[config.mk]
export PLATFORM = sky130hd
export DESIGN_NAME = vc_recycle_alloc
export DESIGN_NICKNAME = d
export VERILOG_FILES = /design/src/rtl/vcr_pkg.sv /design/src/rtl/vcr_free_fifo.sv /design/src/rtl/vcr_rr_arb.sv /design/src/rtl/vcr_recov_reg.sv /design/src/rtl/vc_recycle_alloc.sv
export SDC_FILE = /design/constraint.sdc
export NUM_CORES = 1
export LEC_CHECK = 0
export BUFFER_PORTS_ARGS = -buffer_cell sky130_fd_sc_hd__buf_4
export CAP_MARGIN = 5
export CORE_MARGIN = 3
export CORE_UTILIZATION = 60
export DETAILED_ROUTE_END_ITERATION = 10
export HOLD_SLACK_MARGIN = 0.03
export MAX_ROUTING_LAYER = met4
export PLACE_DENSITY = 0.76
export SETUP_SLACK_MARGIN = 0.05
export SLEW_MARGIN = 20
export SYNTH_ARGS = -nofsm -noshare
export SYNTH_HDL_FRONTEND = slang
export SYNTH_SLANG_ARGS = --single-unit
[constraint.sdc]
create_clock -name clk -period 4.43 [get_ports clk]
set_input_delay 0.6645 -clock clk [delete_from_list [all_inputs] [get_ports clk]]
set_output_delay 0.6645 -clock clk [all_outputs]
set_load 0.1 [all_outputs]
[src/rtl/vcr_pkg.sv]
package vcr_pkg;
  parameter int VCR_NUM_VC  = 4;
  parameter int VCR_NUM_REQ = 5;

  function automatic int unsigned vcr_wrap(input int unsigned v, input int unsigned n);
    return (v >= n) ? v - n : v;
  endfunction
endpackage

[src/rtl/vcr_free_fifo.sv]
module vcr_free_fifo #(
  parameter int DEPTH = 4,
  parameter int IDW   = 2,
  localparam int PW   = (DEPTH > 1) ? $clog2(DEPTH) : 1,
  localparam int CW   = $clog2(DEPTH + 1)
) (
  input  logic           clk,
  input  logic           rst,
  input  logic           push,
  input  logic [IDW-1:0] push_id,
  input  logic           pop,
  output logic [IDW-1:0] head_id,
  output logic [CW-1:0]  count
);
  logic [IDW-1:0] mem [DEPTH];
  logic [PW-1:0]  rd_q, wr_q;
  logic [CW-1:0]  cnt_q;

  function automatic logic [PW-1:0] step(input logic [PW-1:0] p);
    return (p == PW'(DEPTH - 1)) ? '0 : p + 1'b1;
  endfunction

  always_ff @(posedge clk) begin
    if (rst) begin
      for (int i = 0; i < DEPTH; i++) mem[i] <= IDW'(i);
      rd_q  <= '0;
      wr_q  <= '0;
      cnt_q <= CW'(DEPTH);
    end else begin
      if (push) begin
        mem[wr_q] <= push_id;
        wr_q      <= step(wr_q);
      end
      if (pop) rd_q <= step(rd_q);
      cnt_q <= cnt_q + CW'(push) - CW'(pop);
    end
  end

  assign head_id = mem[rd_q];
  assign count   = cnt_q;
endmodule

[src/rtl/vcr_rr_arb.sv]
module vcr_rr_arb #(
  parameter int N  = 5,
  localparam int IW = (N > 1) ? $clog2(N) : 1
) (
  input  logic          clk,
  input  logic          rst,
  input  logic [N-1:0]  req,
  input  logic          take,
  output logic [N-1:0]  pick,
  output logic [IW-1:0] pick_idx
);
  import vcr_pkg::*;
  logic [IW-1:0] last_q;
  int unsigned   idx;

  // walk from farthest to nearest so the nearest pending request wins
  always_comb begin
    pick     = '0;
    pick_idx = '0;
    idx      = 0;
    for (int off = N; off >= 1; off--) begin
      idx = vcr_wrap(int'(last_q) + off, N);
      if (req[idx]) begin
        pick      = '0;
        pick[idx] = 1'b1;
        pick_idx  = IW'(idx);
      end
    end
  end

  always_ff @(posedge clk) begin
    if (rst)       last_q <= IW'(N - 1);
    else if (take) last_q <= pick_idx;
  end
endmodule

[src/rtl/vcr_recov_reg.sv]
module vcr_recov_reg #(
  parameter int IDW = 2
) (
  input  logic           clk,
  input  logic           rst,
  input  logic           load,
  input  logic [IDW-1:0] load_id,
  input  logic           ready_i,
  output logic           can_load,
  output logic           valid_o,
  output logic [IDW-1:0] id_o
);
  logic           valid_q;
  logic [IDW-1:0] id_q;

  always_ff @(posedge clk) begin
    if (rst) begin
      valid_q <= 1'b0;
      id_q    <= '0;
    end else if (load) begin
      valid_q <= 1'b1;
      id_q    <= load_id;
    end else if (ready_i) begin
      valid_q <= 1'b0;
    end
  end

  assign can_load = !valid_q || ready_i;
  assign valid_o  = valid_q;
  assign id_o     = id_q;
endmodule

[src/rtl/vc_recycle_alloc.sv]
module vc_recycle_alloc #(
  parameter int NUM_VC  = vcr_pkg::VCR_NUM_VC,
  parameter int NUM_REQ = vcr_pkg::VCR_NUM_REQ,
  localparam int VC_W   = (NUM_VC > 1) ? $clog2(NUM_VC) : 1,
  localparam int CNT_W  = $clog2(NUM_VC + 1),
  localparam int RI_W   = (NUM_REQ > 1) ? $clog2(NUM_REQ) : 1
) (
  input  logic               clk,
  input  logic               rst,
  input  logic [NUM_REQ-1:0] req_i,
  output logic [NUM_REQ-1:0] gnt_o,
  output logic [VC_W-1:0]    gnt_vc_o,
  input  logic               rel_valid_i,
  input  logic [VC_W-1:0]    rel_vc_i,
  output logic               rel_ready_o,
  output logic               rec_valid_o,
  output logic [VC_W-1:0]    rec_vc_o,
  input  logic               rec_ready_i
);
  logic [NUM_REQ-1:0] gnt_q, req_eff, arb_pick;
  logic [RI_W-1:0]    arb_idx;
  logic [VC_W-1:0]    gnt_vc_q, head_id;
  logic [CNT_W-1:0]   free_cnt;
  logic               pop, rel_fire, rec_can;

  // requesters whose grant is still on display are acknowledged, not re-served
  assign req_eff  = req_i & ~gnt_q;
  assign pop      = (|req_eff) && (free_cnt != '0);
  assign rel_fire = rel_valid_i && rec_can;

  vcr_rr_arb #(.N(NUM_REQ)) u_arb (
    .clk(clk), .rst(rst), .req(req_eff), .take(pop),
    .pick(arb_pick), .pick_idx(arb_idx)
  );

  vcr_free_fifo #(.DEPTH(NUM_VC), .IDW(VC_W)) u_free (
    .clk(clk), .rst(rst), .push(rel_fire), .push_id(rel_vc_i),
    .pop(pop), .head_id(head_id), .count(free_cnt)
  );

  vcr_recov_reg #(.IDW(VC_W)) u_recov (
    .clk(clk), .rst(rst), .load(rel_fire), .load_id(rel_vc_i),
    .ready_i(rec_ready_i), .can_load(rec_can),
    .valid_o(rec_valid_o), .id_o(rec_vc_o)
  );

  always_ff @(posedge clk) begin
    if (rst) begin
      gnt_q    <= '0;
      gnt_vc_q <= '0;
    end else begin
      gnt_q <= pop ? arb_pick : '0;
      if (pop) gnt_vc_q <= head_id;
    end
  end

  assign gnt_o       = gnt_q;
  assign gnt_vc_o    = gnt_vc_q;
  assign rel_ready_o = rec_can;
endmodule

==> qor.tcl, run 1 <==
set qor(run_status) {complete, no violations}
set qor(finalSetupViolCount) 0
set qor(fin_crit_ps) 3660
set qor(tightest_slew_ps) 646
set qor(post-synth-top-area-fraction_pct) 13.1
set qor(grt_first_pass_wirelength_mm) 14.5
set qor(nets) 428
set qor(fp-row-count) 25
set qor(antenna_cells_inserted) 0
set qor(layout-drive-gt1-share_pct) 14.1
set qor(remaining_drc_errors) 0
set qor(synth-edff-count) 8
set qor(synth_top_family_by_area) {compound AO/OA/AOI/OAI gates}
set qor(worstSkewPairLatency_ps) 280
set qor(clk_path_buf_depth) 2
set qor(seq_area_frac_synth_pct) 20.9
set qor(worst_setup_path_start_kind) {flop}
set qor(cts_inserted_buffers) 3
set qor(synth.avg_cell_area_um2) 8.03
set qor(synthToLayoutAreaGrowth_pct) 8.14
set qor(port_buffers) 21
set qor(synth_mux_area_share_pct) 4.42
set qor(synth.ff_latch_count) 28
set qor(post-route-worst-setup-slack_ps) 775
set qor(grt-ovfl-total) 0
set qor(detailroute.via_count) 3097
set qor(worst_ep_required_time_ps) 4580
set qor(drt_first_iter_violations) 373
set qor(drt_pass1_iterations) 8
set qor(synth.most_common_cell) {nand2_1}
set qor(slew_headroom_pct) 56.8
set qor(register_to_register_path_setup_slack_ps) 770
set qor(die_area_um2) 5990
set qor(timing_worst_setup_path_type) {reg -> reg}
set qor(maximum_clock_skew_at_final_layout_ps) 5.78
set qor(chipHeight_um) 77.4
set qor(wirelength_mm) 8.74
set qor(number_of_cells_produced_by_synthesis) 381
set qor(yosys_most_used_dff) {dfxtp_1}
set qor(yosysWarnings) 0
set qor(hold_viol_final) 0
set qor(clk_root_buffer_cell) {clkbuf_8}
set qor(cts_tree) {built}
set qor(cts.hold.buffers_added) 0
set qor(globalplace.congestion) 1.03
set qor(synth_fa_ha_area_share_pct) 10.7
set qor(regToRegEndpoint) {gnt_o[1]$_SDFF_PP0_}
set qor(netlist_top_cells_area) {dfxtp_1, ha_1, edfxtp_1}
set qor(timing.critical_path.from) {u_arb.last_q[1]$_SDFFE_PP0P_}
set qor(fmaxAchievable_ghz) 0.274
set qor(track_usage_pct) 31.2
set qor(max_fanout_on_critical_path) 12
set qor(hpwl_mm) 6.67
set qor(regToRegStartpoint) {u_arb.last_q[1]$_SDFFE_PP0P_}
set qor(crit_path_arrival_time_ps) 3810
set qor(io_pins) 22
set qor(critical_path.endpoint_type) {flop}
set qor(timing.max_cap.violations) 0
set qor(fp.coreArea_um2) 4820
set qor(postCtsSetupBuffers) 0
set qor(cts.clk_slew.worst_paths_ps) 100
set qor(initial_utilization_pct) 63.5
set qor(via_per_inst) 6.76
set qor(ys_async_sr_fraction_pct) 0
set qor(antenna_found_initial) 0
set qor(portion_of_the_clock_cycle_consumed_by_the_worst_path_in_the_final_layout_pct) 82.5
set qor(finalMaxSlewViolations) 0
set qor(die_width_um) 77.4
set qor(synth_cell_types) 77
set qor(timing.reg2reg.worst_path_depth) 10
set qor(grt_start_max_net_pins) 27
set qor(post_cts_resize_count) 0
set qor(rsz0062_at_grt) {false}
set qor(fillerInstances) 413
set qor(yosysTopAreaCell) {dfxtp_1}
set qor(synth-simple-area-share_pct) 25.9
set qor(netlist_top_cells_count) {nand2_1, a21oi_1, nor2_1}
set qor(yosys.area_share.xor_xnor_pct) 1.43
set qor(clock_sink_count) 28
set qor(postSynthNetCount) 417
set qor(post_drt_wl_per_cell_um) 19.1
set qor(grt_pass1_vias) 2852
set qor(final_antenna_net_count) 0
set qor(cts-htree-levels) 1
set qor(synth_compound_area_share_pct) 31.6
set qor(min_path_type) {reg -> reg}
set qor(endpoint) {gnt_o[1]$_SDFF_PP0_}
set qor(tns_ps) 0
set qor(netlist_area_um2) 3060
set qor(pre_cts_slack_ps) 852
-- flip-flops by register name (all words and copies together), names as in the netlist --
signal,flops
gnt_o,5
gnt_vc_o,2
u_arb.last_q,3
u_free.count,3
u_free.mem,8
u_free.rd_q,2
u_free.wr_q,2
u_recov.id_o,2
u_recov.valid_o,1
-- cell type report --
class,count,area (um2),area share [%]
Tap cell,67,83.8,2.53
Multi-Input combinational cell,319,2260,68.5
Sequential cell,28,641,19.4
Clock inverter,1,30.0,0.908
Timing Repair Buffer,26,195,5.90
Inverter,14,52.6,1.59
Clock buffer,3,41.3,1.25
-- per-layer routing --
layer | vias to the layer above | global-route usage, % | part of all wire [%]
li1 | 1458 | - | -
met1 | 1426 | 43.4 | 45
met2 | 188 | 45.5 | 43
met3 | 25 | 6.96 | 9.9
met4 | 0 | 8.72 | 2.6
met5 | - | - | 0
-- worst max-delay path: stages (launching register included) --
cell and delay [ps]:
dfxtp_1 540, inv_1 310, ha_1 280, ha_1 380
or2_2 330, o21a_1 280, mux2i_1 280, o2bb2ai_2 270
a2111oi_0 170, a2111oi_0 550, o22ai_1 120
-- cells in the final DEF, fill, tap and decap left out, drive strengths merged, types with 3 or more instances in the layout --
cell type,synthesis,routed
dfxtp,20,20
nor2b,13,13
edfxtp,8,8
mux2i,9,9
nand4,3,3
a21o,4,4
nor3,17,17
and2,3,3
a221oi,3,3
o311ai,3,3
o211ai,6,6
xnor2,3,3
a21bo,3,3
or2,5,5
o21ai,13,13
and3,4,4
nand2,35,35
o2111ai,3,3
clkbuf,11,3
buf,9,26
a21oi,30,30
a211o,3,3
o31ai,6,6
a21boi,3,3
nor2,29,29
nand3,9,9
a31oi,4,4
o21a,4,4
nor3b,4,4
inv,13,13
or3,4,4
nand2b,18,18
o221ai,5,5
a22oi,3,3
ha,23,23
nand3b,3,3
a2111oi,4,4
-- cells by family after synthesis --
| group | after synthesis |
|---|---|
| AND/OR/NAND/NOR | 153 |
| XOR/XNOR | 5 |
| flip-flops | 28 |
| AO/OA/AOI/OAI | 125 |
| adder cells (fa/ha/maj) | 25 |
| buffers and inverters | 34 |
| multiplexers | 11 |
-- worst min path at each step --
stage | from | endpoint | slack [ps] | cells past startpoint
5_1_grt | u_recov.id_o[0]$_SDFFE_PP0P_ | u_recov.id_o[0]$_SDFFE_PP0P_ | 490 | 2
2_1_floorplan | u_free.count[2]$_SDFF_PP1_ | u_free.count[2]$_SDFF_PP1_ | 470 | 2
6_report | u_recov.id_o[1]$_SDFFE_PP0P_ | u_recov.id_o[1]$_SDFFE_PP0P_ | 460 | 2
4_1_cts | u_recov.id_o[1]$_SDFFE_PP0P_ | u_recov.id_o[1]$_SDFFE_PP0P_ | 460 | 2
3_3_place_gp | u_recov.id_o[1]$_SDFFE_PP0P_ | u_recov.id_o[1]$_SDFFE_PP0P_ | 440 | 2
3_5_place_dp | u_recov.id_o[1]$_SDFFE_PP0P_ | u_recov.id_o[1]$_SDFFE_PP0P_ | 450 | 2
-- stage by stage --
stage                     cell area [um2]  util [%]  hold slack (ps)  cells
after floorplan                      3060         -              471    381
after global placement               3240      67.2              443    454
after detailed placement             3240      67.2              449    454
after CTS                            3310      68.7              464    458
after global routing                 3310      68.7              494    458
final                                3310      68.7              462    458
Power of run 1 is not shown: default switching activity piles up to over one toggle a cycle in this logic, so the estimate is an artifact.
==> run 2: changes to the inputs <==
CORE_UTILIZATION = 56   (was 60)
PLACE_DENSITY = 0.75   (was 0.76)
clock period = 3.2 ns   (was 4.43 ns; I/O delays follow)
==> run 2 against run 1 <==
Non-clock buffer count rose by 10. Critical path type unchanged. Global-route usage is 0.37 points lower. Register-to-register slack worse by 560 ps. Highest routed layer unchanged. Utilization shrank 2.4 points. Critical endpoint is now gnt_o[4]$_SDFF_PP0_. Critical path depth stayed put.
==> qor.tcl, run 2 (same netlist as run 1, synthesis figures left out) <==
set qor(tns_ps) 0 ;# unchanged
set qor(portion_of_the_clock_cycle_consumed_by_the_worst_path_in_the_final_layout_pct) 93.3 ;# was 82.5%
set qor(via_per_inst) 6.70 ;# was 6.76
set qor(grt-ovfl-total) 0 ;# unchanged
set qor(critical_path.endpoint_type) {flop} ;# unchanged
set qor(post_cts_resize_count) 0 ;# unchanged
set qor(clock_sink_count) 28 ;# unchanged
set qor(timing_worst_setup_path_type) {reg -> reg} ;# unchanged
set qor(seq_area_um2) 648 ;# was 641 um2
set qor(crit_path_arrival_time_ps) 3140 ;# was 3810 ps
set qor(nets) 438 ;# was 428
set qor(cts.clk_slew.worst_paths_ps) 110 ;# was 100 ps
set qor(die_area_um2) 6390 ;# was 5990 um2
set qor(timing.max_cap.violations) 0 ;# unchanged
set qor(run_status) {complete, no violations} ;# unchanged
set qor(min_path_type) {in -> reg} ;# was reg -> reg
set qor(layout-drive-gt1-share_pct) 20.2 ;# was 14.1%
set qor(globalplace.congestion) 1.06 ;# was 1.03
set qor(final_antenna_net_count) 0 ;# unchanged
set qor(largest_register_ffs) 8 ;# unchanged
set qor(clk_root_buffer_cell) {clkbuf_8} ;# unchanged
set qor(io_pins) 22 ;# unchanged
set qor(initial_utilization_pct) 58.8 ;# was 63.5%
set qor(grt_first_pass_wirelength_mm) 14.8 ;# was 14.5 mm
set qor(drt_first_iter_violations) 250 ;# was 373
set qor(postCtsSetupBuffers) 0 ;# unchanged
set qor(chipHeight_um) 79.9 ;# was 77.4 um
set qor(fmaxAchievable_ghz) 0.335 ;# was 0.274 GHz
set qor(hpwl_mm) 7.23 ;# was 6.67 mm
set qor(maximum_clock_skew_at_final_layout_ps) 10.9 ;# was 5.78 ps
set qor(cts_inserted_buffers) 3 ;# unchanged
set qor(worst_ep_required_time_ps) 3360 ;# was 4580 ps
set qor(wirelength_mm) 9.30 ;# was 8.74 mm
set qor(synthToLayoutAreaGrowth_pct) 12.8 ;# was 8.14%
set qor(port_buffers) 21 ;# unchanged
set qor(finalMaxSlewViolations) 0 ;# unchanged
set qor(tightest_slew_ps) 613 ;# was 646 ps
set qor(grt_pass1_vias) 2913 ;# was 2852
set qor(rsz0062_at_grt) {true} ;# was false
set qor(drt_pass1_iterations) 5 ;# was 8
set qor(most-common-layout-cells) {buf_4, nand2_1, a21oi_1, nor2_1, ha_1} ;# was nand2_1, a21oi_1, nor2_1, buf_4, ha_1
set qor(track_usage_pct) 30.8 ;# was 31.2%
set qor(cts-htree-levels) 1 ;# unchanged
set qor(grt_start_max_net_pins) 27 ;# unchanged
set qor(clk_path_buf_depth) 2 ;# unchanged
set qor(worstSkewPairLatency_ps) 290 ;# was 280 ps
set qor(antenna_cells_inserted) 0 ;# unchanged
set qor(antenna_found_initial) 0 ;# unchanged
set qor(detailroute.via_count) 3156 ;# was 3097
set qor(finalSetupViolCount) 0 ;# unchanged
set qor(fin_crit_ps) 2980 ;# was 3660 ps
set qor(remaining_drc_errors) 0 ;# unchanged
set qor(max_fanout_on_critical_path) 9 ;# was 12
set qor(fp.coreArea_um2) 5200 ;# was 4820 um2
set qor(cts.hold.buffers_added) 0 ;# unchanged
set qor(die_width_um) 79.9 ;# was 77.4 um
set qor(register_to_register_path_setup_slack_ps) 220 ;# was 770 ps
set qor(cts_tree) {built} ;# unchanged
set qor(mostFrequentLayoutCell) {buf_4} ;# was nand2_1
set qor(post_drt_wl_per_cell_um) 19.8 ;# was 19.1 um
set qor(hold_viol_final) 0 ;# unchanged
set qor(worst_setup_path_start_kind) {flop} ;# unchanged
set qor(fp-row-count) 26 ;# was 25
set qor(top_register) {u_free.mem} ;# unchanged
set qor(area_of_the_multi_input_gates_um2) 2320 ;# was 2260 um2
set qor(slew_headroom_pct) 59.0 ;# was 56.8%
set qor(fillerInstances) 475 ;# was 413
[run 2: cell types whose count changed in the layout (fill, tap and decap cells not counted), moves of 2 or more]
cell and change:
nand2b_2 +2, a2111oi_1 +2, dfxtp_2 +6, dfxtp_1 -6
ha_1 -2, a2111oi_0 -2, nand2b_1 -2, buf_4 +10
[run 2: worst paths after layout]
check                                                     to                    startpoint  cells past startpoint
worst max-delay path                     gnt_o[4]$_SDFF_PP0_  u_arb.last_q[0]$_SDFFE_PP0P_                     10
worst max register to register           gnt_o[4]$_SDFF_PP0_  u_arb.last_q[0]$_SDFFE_PP0P_                     10
worst min-delay path            u_recov.valid_o$_SDFFE_PP0P_                   rel_valid_i                      3
worst min register to register  u_recov.id_o[1]$_SDFFE_PP0P_  u_recov.id_o[1]$_SDFFE_PP0P_                      2
[run 2: layer usage]
layer	up-vias	routed length [um]	GRT usage [%]
li1	1484	-	-
met1	1460	3870	40.0
met2	165	4180	46.5
met3	47	794	5.98
met4	0	466	13.3
met5	-	0	-
[run 2: metrics by stage]
stage	setup slack [ps]	hold slack (ps)	utilization, %	area [um2]	cells
after floorplan	68.4	471	-	3080	381
after global placement	180	444	63.9	3330	467
after detailed placement	145	449	63.9	3330	467
after CTS	129	447	65.3	3400	471
after global routing	33.0	449	66.3	3450	471
final	216	447	66.3	3450	471
[run 2: area by class of cell]
cell class,count,area share [%]
clock buffers,3,1.20
clock inverters,1,0.870
well taps,70,2.54
repair buffers,36,7.83
inverters,14,1.52
flip-flops and latches,28,18.8
multi-input cells,319,67.3
[run 2: critical path, cell delays in order (launching register included)]
cell and delay, ps:
dfxtp_2 400, inv_2 70, ha_1 200, ha_1 410, inv_1 90, o21ai_0 290, a21boi_1 360, a2bb2oi_1 300
nor2_1 140, o311ai_1 430, a21oi_1 160
Power of run 2 is left out for the same reason.
